**src/rtl/spi_port_pkg.sv**
```systemverilog
package spi_port_pkg;

  typedef struct packed {
    logic       irq_en;
    logic       en;
    logic       lsb_first;
    logic       master;
    logic       cpol;
    logic       cpha;
    logic [1:0] rate;
  } spi_cfg_t;

  localparam logic [7:0] CFG_RESET = 8'h04;

endpackage

```
**src/rtl/spi_rate_gen.sv**
```systemverilog
module spi_rate_gen #(
  parameter int DIV_W     = 7,
  parameter int BASE_HALF = 2
) (
  input  logic       clk,
  input  logic       rst,
  input  logic       run,
  input  logic [1:0] rate,
  output logic       tick
);

  logic [DIV_W-1:0] half;
  logic [DIV_W-1:0] cnt;

  always_comb begin
    case (rate)
      2'd0:    half = DIV_W'(BASE_HALF);
      2'd1:    half = DIV_W'(BASE_HALF * 4);
      2'd2:    half = DIV_W'(BASE_HALF * 16);
      default: half = DIV_W'(BASE_HALF * 32);
    endcase
  end

  assign tick = run && (cnt == half - DIV_W'(1));

  always_ff @(posedge clk) begin
    if (rst || !run)  cnt <= '0;
    else if (tick)    cnt <= '0;
    else              cnt <= cnt + DIV_W'(1);
  end

  // divider never runs past the selected half-period
  assert_div_range_R3: assert property (@(posedge clk) disable iff (rst)
    run |-> (cnt < half));

endmodule

```
**src/rtl/spi_sync.sv**
```systemverilog
module spi_sync #(
  parameter int               W       = 3,
  parameter int               STAGES  = 2,
  parameter logic [W-1:0]     RST_VAL = '0
) (
  input  logic         clk,
  input  logic         rst,
  input  logic [W-1:0] d,
  output logic [W-1:0] q
);

  localparam int CW = STAGES * W;

  logic [CW-1:0] chain;

  always_ff @(posedge clk) begin
    if (rst) chain <= {STAGES{RST_VAL}};
    else     chain <= {chain[CW-W-1:0], d};
  end

  assign q = chain[CW-1 -: W];

endmodule

```
**src/rtl/spi_port.sv**
```systemverilog
module spi_port
  import spi_port_pkg::*;
#(
  parameter int              ADDR_W      = 8,
  parameter logic [ADDR_W-1:0] CFG_ADDR  = ADDR_W'('hD5),
  parameter logic [ADDR_W-1:0] STAT_ADDR = ADDR_W'('hAA),
  parameter logic [ADDR_W-1:0] DATA_ADDR = ADDR_W'('h86),
  parameter int              SYNC_STAGES = 2,
  parameter int              DIV_W       = 7
) (
  input  logic              clk,
  input  logic              rst,
  input  logic [ADDR_W-1:0] bus_addr,
  input  logic [7:0]        bus_wdata,
  input  logic              bus_wr,
  input  logic              bus_rd,
  output logic [7:0]        bus_rdata,
  input  logic              ser_int_en,
  output logic              irq,
  input  logic              sck_i,
  output logic              sck_o,
  input  logic              ss_n_i,
  output logic              ss_n_o,
  input  logic              mosi_i,
  output logic              mosi_o,
  input  logic              miso_i,
  output logic              miso_o
);

  localparam int DW = 8;
  localparam int IW = $clog2(DW);
  localparam int CW = IW + 1;
  localparam int EW = IW + 2;
  localparam logic [CW-1:0] BITS  = CW'(DW);
  localparam logic [EW-1:0] EDGES = EW'(2 * DW);

  function automatic logic [IW-1:0] pos(input logic [CW-1:0] c, input logic lsb);
    return lsb ? c[IW-1:0] : (IW'(DW - 1) - c[IW-1:0]);
  endfunction

  spi_cfg_t       cfg;
  logic           spif, wcol, armed, act, out_bit;
  logic [EW-1:0]  ecnt;
  logic [CW-1:0]  scnt, lcnt;
  logic [DW-1:0]  dreg, tx, rx;
  logic           sck_d, ss_d;
  logic [2:0]     sync_q;
  logic           sck_s, ss_s, mosi_s;
  logic           tick;

  spi_sync #(.W(3), .STAGES(SYNC_STAGES), .RST_VAL(3'b010)) u_sync (
    .clk(clk), .rst(rst), .d({sck_i, ss_n_i, mosi_i}), .q(sync_q)
  );
  assign {sck_s, ss_s, mosi_s} = sync_q;

  spi_rate_gen #(.DIV_W(DIV_W), .BASE_HALF(2)) u_rate (
    .clk(clk), .rst(rst), .run(act && cfg.master), .rate(cfg.rate), .tick(tick)
  );

  logic acc_data, wr_data, rd_stat, mst_go, slv_go, go;
  logic m_edge, m_done, s_edge, s_done, s_abort, done, abort;
  logic lead, ev, smp_ev, lnc_ev, in_bit;
  logic [DW-1:0] src;

  always_comb begin
    acc_data = (bus_rd || bus_wr) && (bus_addr == DATA_ADDR);
    wr_data  = bus_wr && (bus_addr == DATA_ADDR);
    rd_stat  = bus_rd && (bus_addr == STAT_ADDR);
    mst_go   = wr_data && cfg.en && cfg.master && !act;
    slv_go   = ss_d && !ss_s && cfg.en && !cfg.master && !act;
    go       = mst_go || slv_go;
    src      = mst_go ? bus_wdata : dreg;
    m_edge   = act && cfg.master && tick && (ecnt < EDGES);
    m_done   = act && cfg.master && tick && (ecnt == EDGES);
    s_edge   = act && !cfg.master && !ss_s && (sck_s != sck_d);
    s_done   = act && !cfg.master && (scnt == BITS);
    s_abort  = act && !cfg.master && ss_s && !s_done;
    done     = m_done || s_done;
    abort    = act && (!cfg.en || s_abort);
    lead     = cfg.master ? !ecnt[0] : (sck_s != cfg.cpol);
    ev       = m_edge || s_edge;
    smp_ev   = ev && (lead ^ cfg.cpha);
    lnc_ev   = ev && !(lead ^ cfg.cpha);
    in_bit   = cfg.master ? miso_i : mosi_s;
  end

  // control, flags, bus read and serial sequencing
  always_ff @(posedge clk) begin
    if (rst) begin
      cfg       <= spi_cfg_t'(CFG_RESET);
      spif      <= 1'b0;
      wcol      <= 1'b0;
      armed     <= 1'b0;
      act       <= 1'b0;
      ss_n_o    <= 1'b1;
      sck_o     <= 1'b0;
      ecnt      <= '0;
      scnt      <= '0;
      lcnt      <= '0;
      out_bit   <= 1'b0;
      irq       <= 1'b0;
      bus_rdata <= '0;
      sck_d     <= 1'b0;
      ss_d      <= 1'b1;
    end else begin
      sck_d <= sck_s;
      ss_d  <= ss_s;
      if (bus_wr && bus_addr == CFG_ADDR) cfg <= spi_cfg_t'(bus_wdata);

      if (go) begin
        act    <= 1'b1;
        ecnt   <= '0;
        scnt   <= '0;
        ss_n_o <= !mst_go;
        if (!cfg.cpha) begin
          out_bit <= src[pos('0, cfg.lsb_first)];
          lcnt    <= CW'(1);
        end else begin
          lcnt    <= '0;
        end
      end else if (done || abort) begin
        act    <= 1'b0;
        ss_n_o <= 1'b1;
      end else begin
        if (m_edge) begin
          sck_o <= !sck_o;
          ecnt  <= ecnt + EW'(1);
        end
        if (smp_ev && scnt < BITS) scnt <= scnt + CW'(1);
        if (lnc_ev && lcnt < BITS) begin
          out_bit <= tx[pos(lcnt, cfg.lsb_first)];
          lcnt    <= lcnt + CW'(1);
        end
      end
      if (!act && !go) sck_o <= cfg.cpol;

      if (acc_data && armed) begin
        spif  <= 1'b0;
        wcol  <= 1'b0;
        armed <= 1'b0;
      end
      if (rd_stat && (spif || wcol)) armed <= 1'b1;
      if (done) spif <= 1'b1;
      if (wr_data && act) wcol <= 1'b1;

      irq <= spif && cfg.irq_en && ser_int_en;

      if (bus_rd) begin
        if (bus_addr == CFG_ADDR)       bus_rdata <= cfg;
        else if (bus_addr == STAT_ADDR) bus_rdata <= {spif, wcol, 6'b0};
        else if (bus_addr == DATA_ADDR) bus_rdata <= dreg;
        else                            bus_rdata <= '0;
      end else begin
        bus_rdata <= '0;
      end
    end
  end

  // data path: contents survive reset
  always_ff @(posedge clk) begin
    if (go) tx <= src;
    if (smp_ev && scnt < BITS) rx[pos(scnt, cfg.lsb_first)] <= in_bit;
    if (wr_data && !act) dreg <= bus_wdata;
    else if (done)       dreg <= rx;
  end

  assign mosi_o = out_bit;
  assign miso_o = out_bit;

  // clock rests at polarity level once idle has settled
  assert_idle_sck_R5: assert property (@(posedge clk) disable iff (rst)
    (!act && !$past(act) && $stable(cfg.cpol)) |-> (sck_o == cfg.cpol));

  // select only asserted during a transfer
  assert_ss_idle_R7: assert property (@(posedge clk) disable iff (rst)
    !act |-> ss_n_o);

  // refused write always reports a collision
  assert_wcol_busy_R8: assert property (@(posedge clk) disable iff (rst)
    (wr_data && act) |=> wcol);

  // completion flag drops only after an armed data access
  assert_flag_clear_R9: assert property (@(posedge clk) disable iff (rst)
    $fell(spif) |-> $past(armed && acc_data));

  // interrupt only follows its three enabling conditions
  assert_irq_src_R10: assert property (@(posedge clk) disable iff (rst)
    irq |-> $past(spif && cfg.irq_en && ser_int_en));

endmodule

```
**config.mk**
```make
export PLATFORM = sky130hd
export DESIGN_NAME = spi_port
export DESIGN_NICKNAME = d
export VERILOG_FILES = /design/src/rtl/spi_port_pkg.sv /design/src/rtl/spi_rate_gen.sv /design/src/rtl/spi_sync.sv /design/src/rtl/spi_port.sv
export SDC_FILE = /design/constraint.sdc
export NUM_CORES = 1
export LEC_CHECK = 0
export ABC_AREA = 1
export CAP_MARGIN = 20
export CORE_ASPECT_RATIO = 1.75
export CORE_MARGIN = 2
export CORE_UTILIZATION = 45
export DETAILED_ROUTE_END_ITERATION = 16
export DONT_BUFFER_PORTS = 1
export SLEW_MARGIN = 20
export SYNTH_ARGS = -nofsm -noshare
export SYNTH_HDL_FRONTEND = slang
export SYNTH_SLANG_ARGS = --single-unit
```
**constraint.sdc**
```tcl
create_clock -name clk -period 2.1 [get_ports clk]
set_input_delay 0.21 -clock clk [delete_from_list [all_inputs] [get_ports clk]]
set_output_delay 0.21 -clock clk [all_outputs]
set_load 0.005 [all_outputs]
```
==> qor.yml <==
outcome:
  status: "finished clean"
timing:
  rsz0062_at_grt: "yes"
  slew_headroom_pct: 67.0
  skew_ns: 0.00412
  setup_violations: 0
  hold_viol_final: 0
  fmax_mhz: 476
  worst_pin_slew_ns: 0.495
  period_minus_slack_ns: 2.10
  slew_violations: 0
  period_share_pct: 99.9
cts:
  clk-insertion-delay-late_ns: 0.33
  ctsHtreeMaxLevel: 3
  tritoncts: "done"
  numCtsBuffers: 9
  ctsLongestPathBuffers: 2
  path_clk_slew_ns: 0.06
  cts.root.buffer_cell: "clkbuf_16"
  clkSinkCount: 76
global_routing:
  grt_pass1_vias: 3031
  grt_pass1_wl_mm: 14.2
  grt.overflow.total: 0
  grtUsageTotal_pct: 20.5
  antenna_found_initial: 0
  grt_start_max_net_pins: 16
drt:
  post-route-drc-count: 0
  ant_nets: 0
  vias: 3078
  drtPass1Iterations: 4
  finalWirelength_mm: 8.61
  routedWlPerCell_microns: 14.5
  via_per_inst: 5.19
  drtIter0Drc: 106
power:
  pwr-share-comb_pct: 2.3
  intPower_uw: 2560
  powerDensity_nw_per_um2: 731
  switching_share_pct: 19.5
  peakVddDrop_v: 0.000433
  power.leakage_uw: 0.00187
  clkPwrFrac_pct: 49.9
  seqPwrFrac_pct: 47.8
  switchingPower_uw: 618
synthesis:
  ys_seq_elements: 76
  synthXorXnorAreaFrac_pct: 3.30
  yosys.cell_types.count: 40
  synth_nets: 503
  syn_area_sq_um: 3720
  yosysSeqAreaShare_pct: 47.4
  synth_warnings: 0
  synthMuxAreaShare_pct: 0
  synth_compound_area_share_pct: 9.06
  synth_top_family_by_area: "simple AND/OR/NAND/NOR gates"
  yosys.area_share.adder_pct: 2.02
  yosys.area_share.simple_pct: 30.5
  syn_avg_cell_area_sq_um: 7.87
  netlist_instances: 472
cells_and_area:
  synthToLayoutAreaGrowth_pct: 16.9
  final_core_util_pct: 54.6
  final_common_cell: "nand2_1"
  instances_no_fill: 593
  layout_common_cells: "108 x nand2_1, 57 x inv_1, 51 x dfxtp_1"
  layout-drive-gt1-share_pct: 16.1
  final_nets: 529
  num_antenna_cells: 0
hold_path:
  min_path_type: "input port to register"
critical_path:
  cp_data_arrival_time_ns: 2.15
  cp-end-kind: "register"
  crit_fanout: 4
  cp.required_ns: 2.15
  critPathLaunchType: "register"
  critPathKind: "register to register"
floorplanning:
  die_h_microns: 124
  die_w_microns: 72.7
  core-area_sq_um: 7960
  die-area_sq_um: 9030
  ios: 38
  core.rowCount: 43
  start_util_pct: 46.7
place:
  io_buffer_count: 0
  place_hpwl_mm: 6.66
  dp.cells: 569
  gp_congestion: 0.881
flow_run:
  drv_cap: 0
[path summary, 6_finish.rpt]
| kind | startpoint | end | slack [ns] | cells after the start |
|---|---|---|---|---|
| max | cfg[0]$_SDFFE_PP0P_ | rx[7]$_DFFE_PP_ | 0.001 | 12 |
| min reg2reg | u_sync.chain[2]$_SDFF_PP0_ | u_sync.chain[5]$_SDFF_PP0_ | 0.41 | 2 |
| max reg2reg | cfg[0]$_SDFFE_PP0P_ | rx[7]$_DFFE_PP_ | 0.001 | 12 |
| min | bus_wdata[7] | cfg[7]$_SDFFE_PP0P_ | 0.02 | 2 |
[layout make-up]
class                           count  area, sq um
Fill cell                         788         3620
Timing Repair Buffer               24          205
Multi-Input combinational cell    324         1710
Clock inverter                      4         45.0
Tap cell                           90          113
Clock buffer                       12          268
Sequential cell                    76         1770
Inverter                           63          238
[layer usage]
metal  part of all wire (%)  routed length (microns)  GRT usage [%]
met1                     37                     3230           20.8
met2                     55                     4740           36.5
met3                    3.7                      323           5.43
met4                    3.7                      319           11.1
met5                      0                        0              0
[state kept, by name, summed over array words and instances, names as in the netlist, 4 cells and up]
register and flops:
bus_rdata 8, cfg 8, dreg 8, ecnt 5, lcnt 4, rx 8
scnt 4, tx 8, u_rate.cnt 7, u_sync.chain 6
[cell families (layout without fill, tap and decap cells)]
| logic type | count (synthesis) | in the layout |
|---|---|---|
| and+or+nand+nor | 240 | 240 |
| DFF | 76 | 76 |
| buffers and inverters | 72 | 103 |
| AOI/OAI and AO/OA | 64 | 64 |
| xor gates and xnor gates | 14 | 14 |
| adders and majority gates | 6 | 6 |
[per-stage QoR]
step	hold WS [ns]	cell area, sq um	power [uW]	setup slack (ns)	TNS, ns
detailed placement	0.286	3910	1610	-0.00385	-0.00667
global route	0.0293	4350	3290	-0.140	-0.662
floorplan	0.314	3720	1590	0.0476	0
global placement	0.286	3910	1610	0.0686	0
finish	0.0244	4350	3170	0.00116	0
CTS	0.00791	4280	3210	0.0147	0
[cells in the mapped netlist, drive strengths merged]
cell	n	share of area (%)
nand4	6	1.6
nand2	117	12
inv	62	6.3
nor3	7	1.2
a21oi	25	3.5
clkbuf	4	0.40
o21ai	35	4.7
nand3b	2	0.40
clkinv	1	0.13
ha	6	2.0
xor2	11	2.6
o2111ai	1	0.24
nand3	38	5.9
nor3b	1	0.20
dfxtp	52	28
nor2	64	8.1
and3	1	0.17
edfxtp	24	19
a31o	1	0.24
o211ai	1	0.20
o21a	1	0.20
xnor2	3	0.71
or2	4	0.74
buf	5	0.91
[worst max-delay path: stages, from the launching register on]
cell	delay (ns)
dfxtp_4	0.36
inv_2	0.06
nand2_2	0.07
ha_4	0.29
nor2_2	0.03
nor2_1	0.10
nand2_1	0.07
nor2_2	0.15
nand3_2	0.10
nand2_2	0.12
nand3_2	0.08
or2_4	0.30
nor2_2	0.09
[power groups by stage]
stage	clock network (uW)	registers, uW	logic, uW
6_report	1580	1520	73.3
5_1_grt	1690	1520	82.4
3_5_place_dp	0	1550	61.7
3_3_place_gp	0	1550	60.8
2_1_floorplan	0	1550	43.3
4_1_cts	1620	1520	73.1
[repair_timing]
| action | 4_1_cts | 5_1_grt |
|---|---|---|
| setup endpoints to repair | 4 | 32 |
| setup buffers | 0 | 3 |
| endpoints found under the hold margin | 10 | 0 |
| pin swaps | 0 | 5 |
| hold buffers | 5 | 0 |
| resized for setup | 1 | 14 |
No activity file was read; power rests on OpenSTA's default activity.
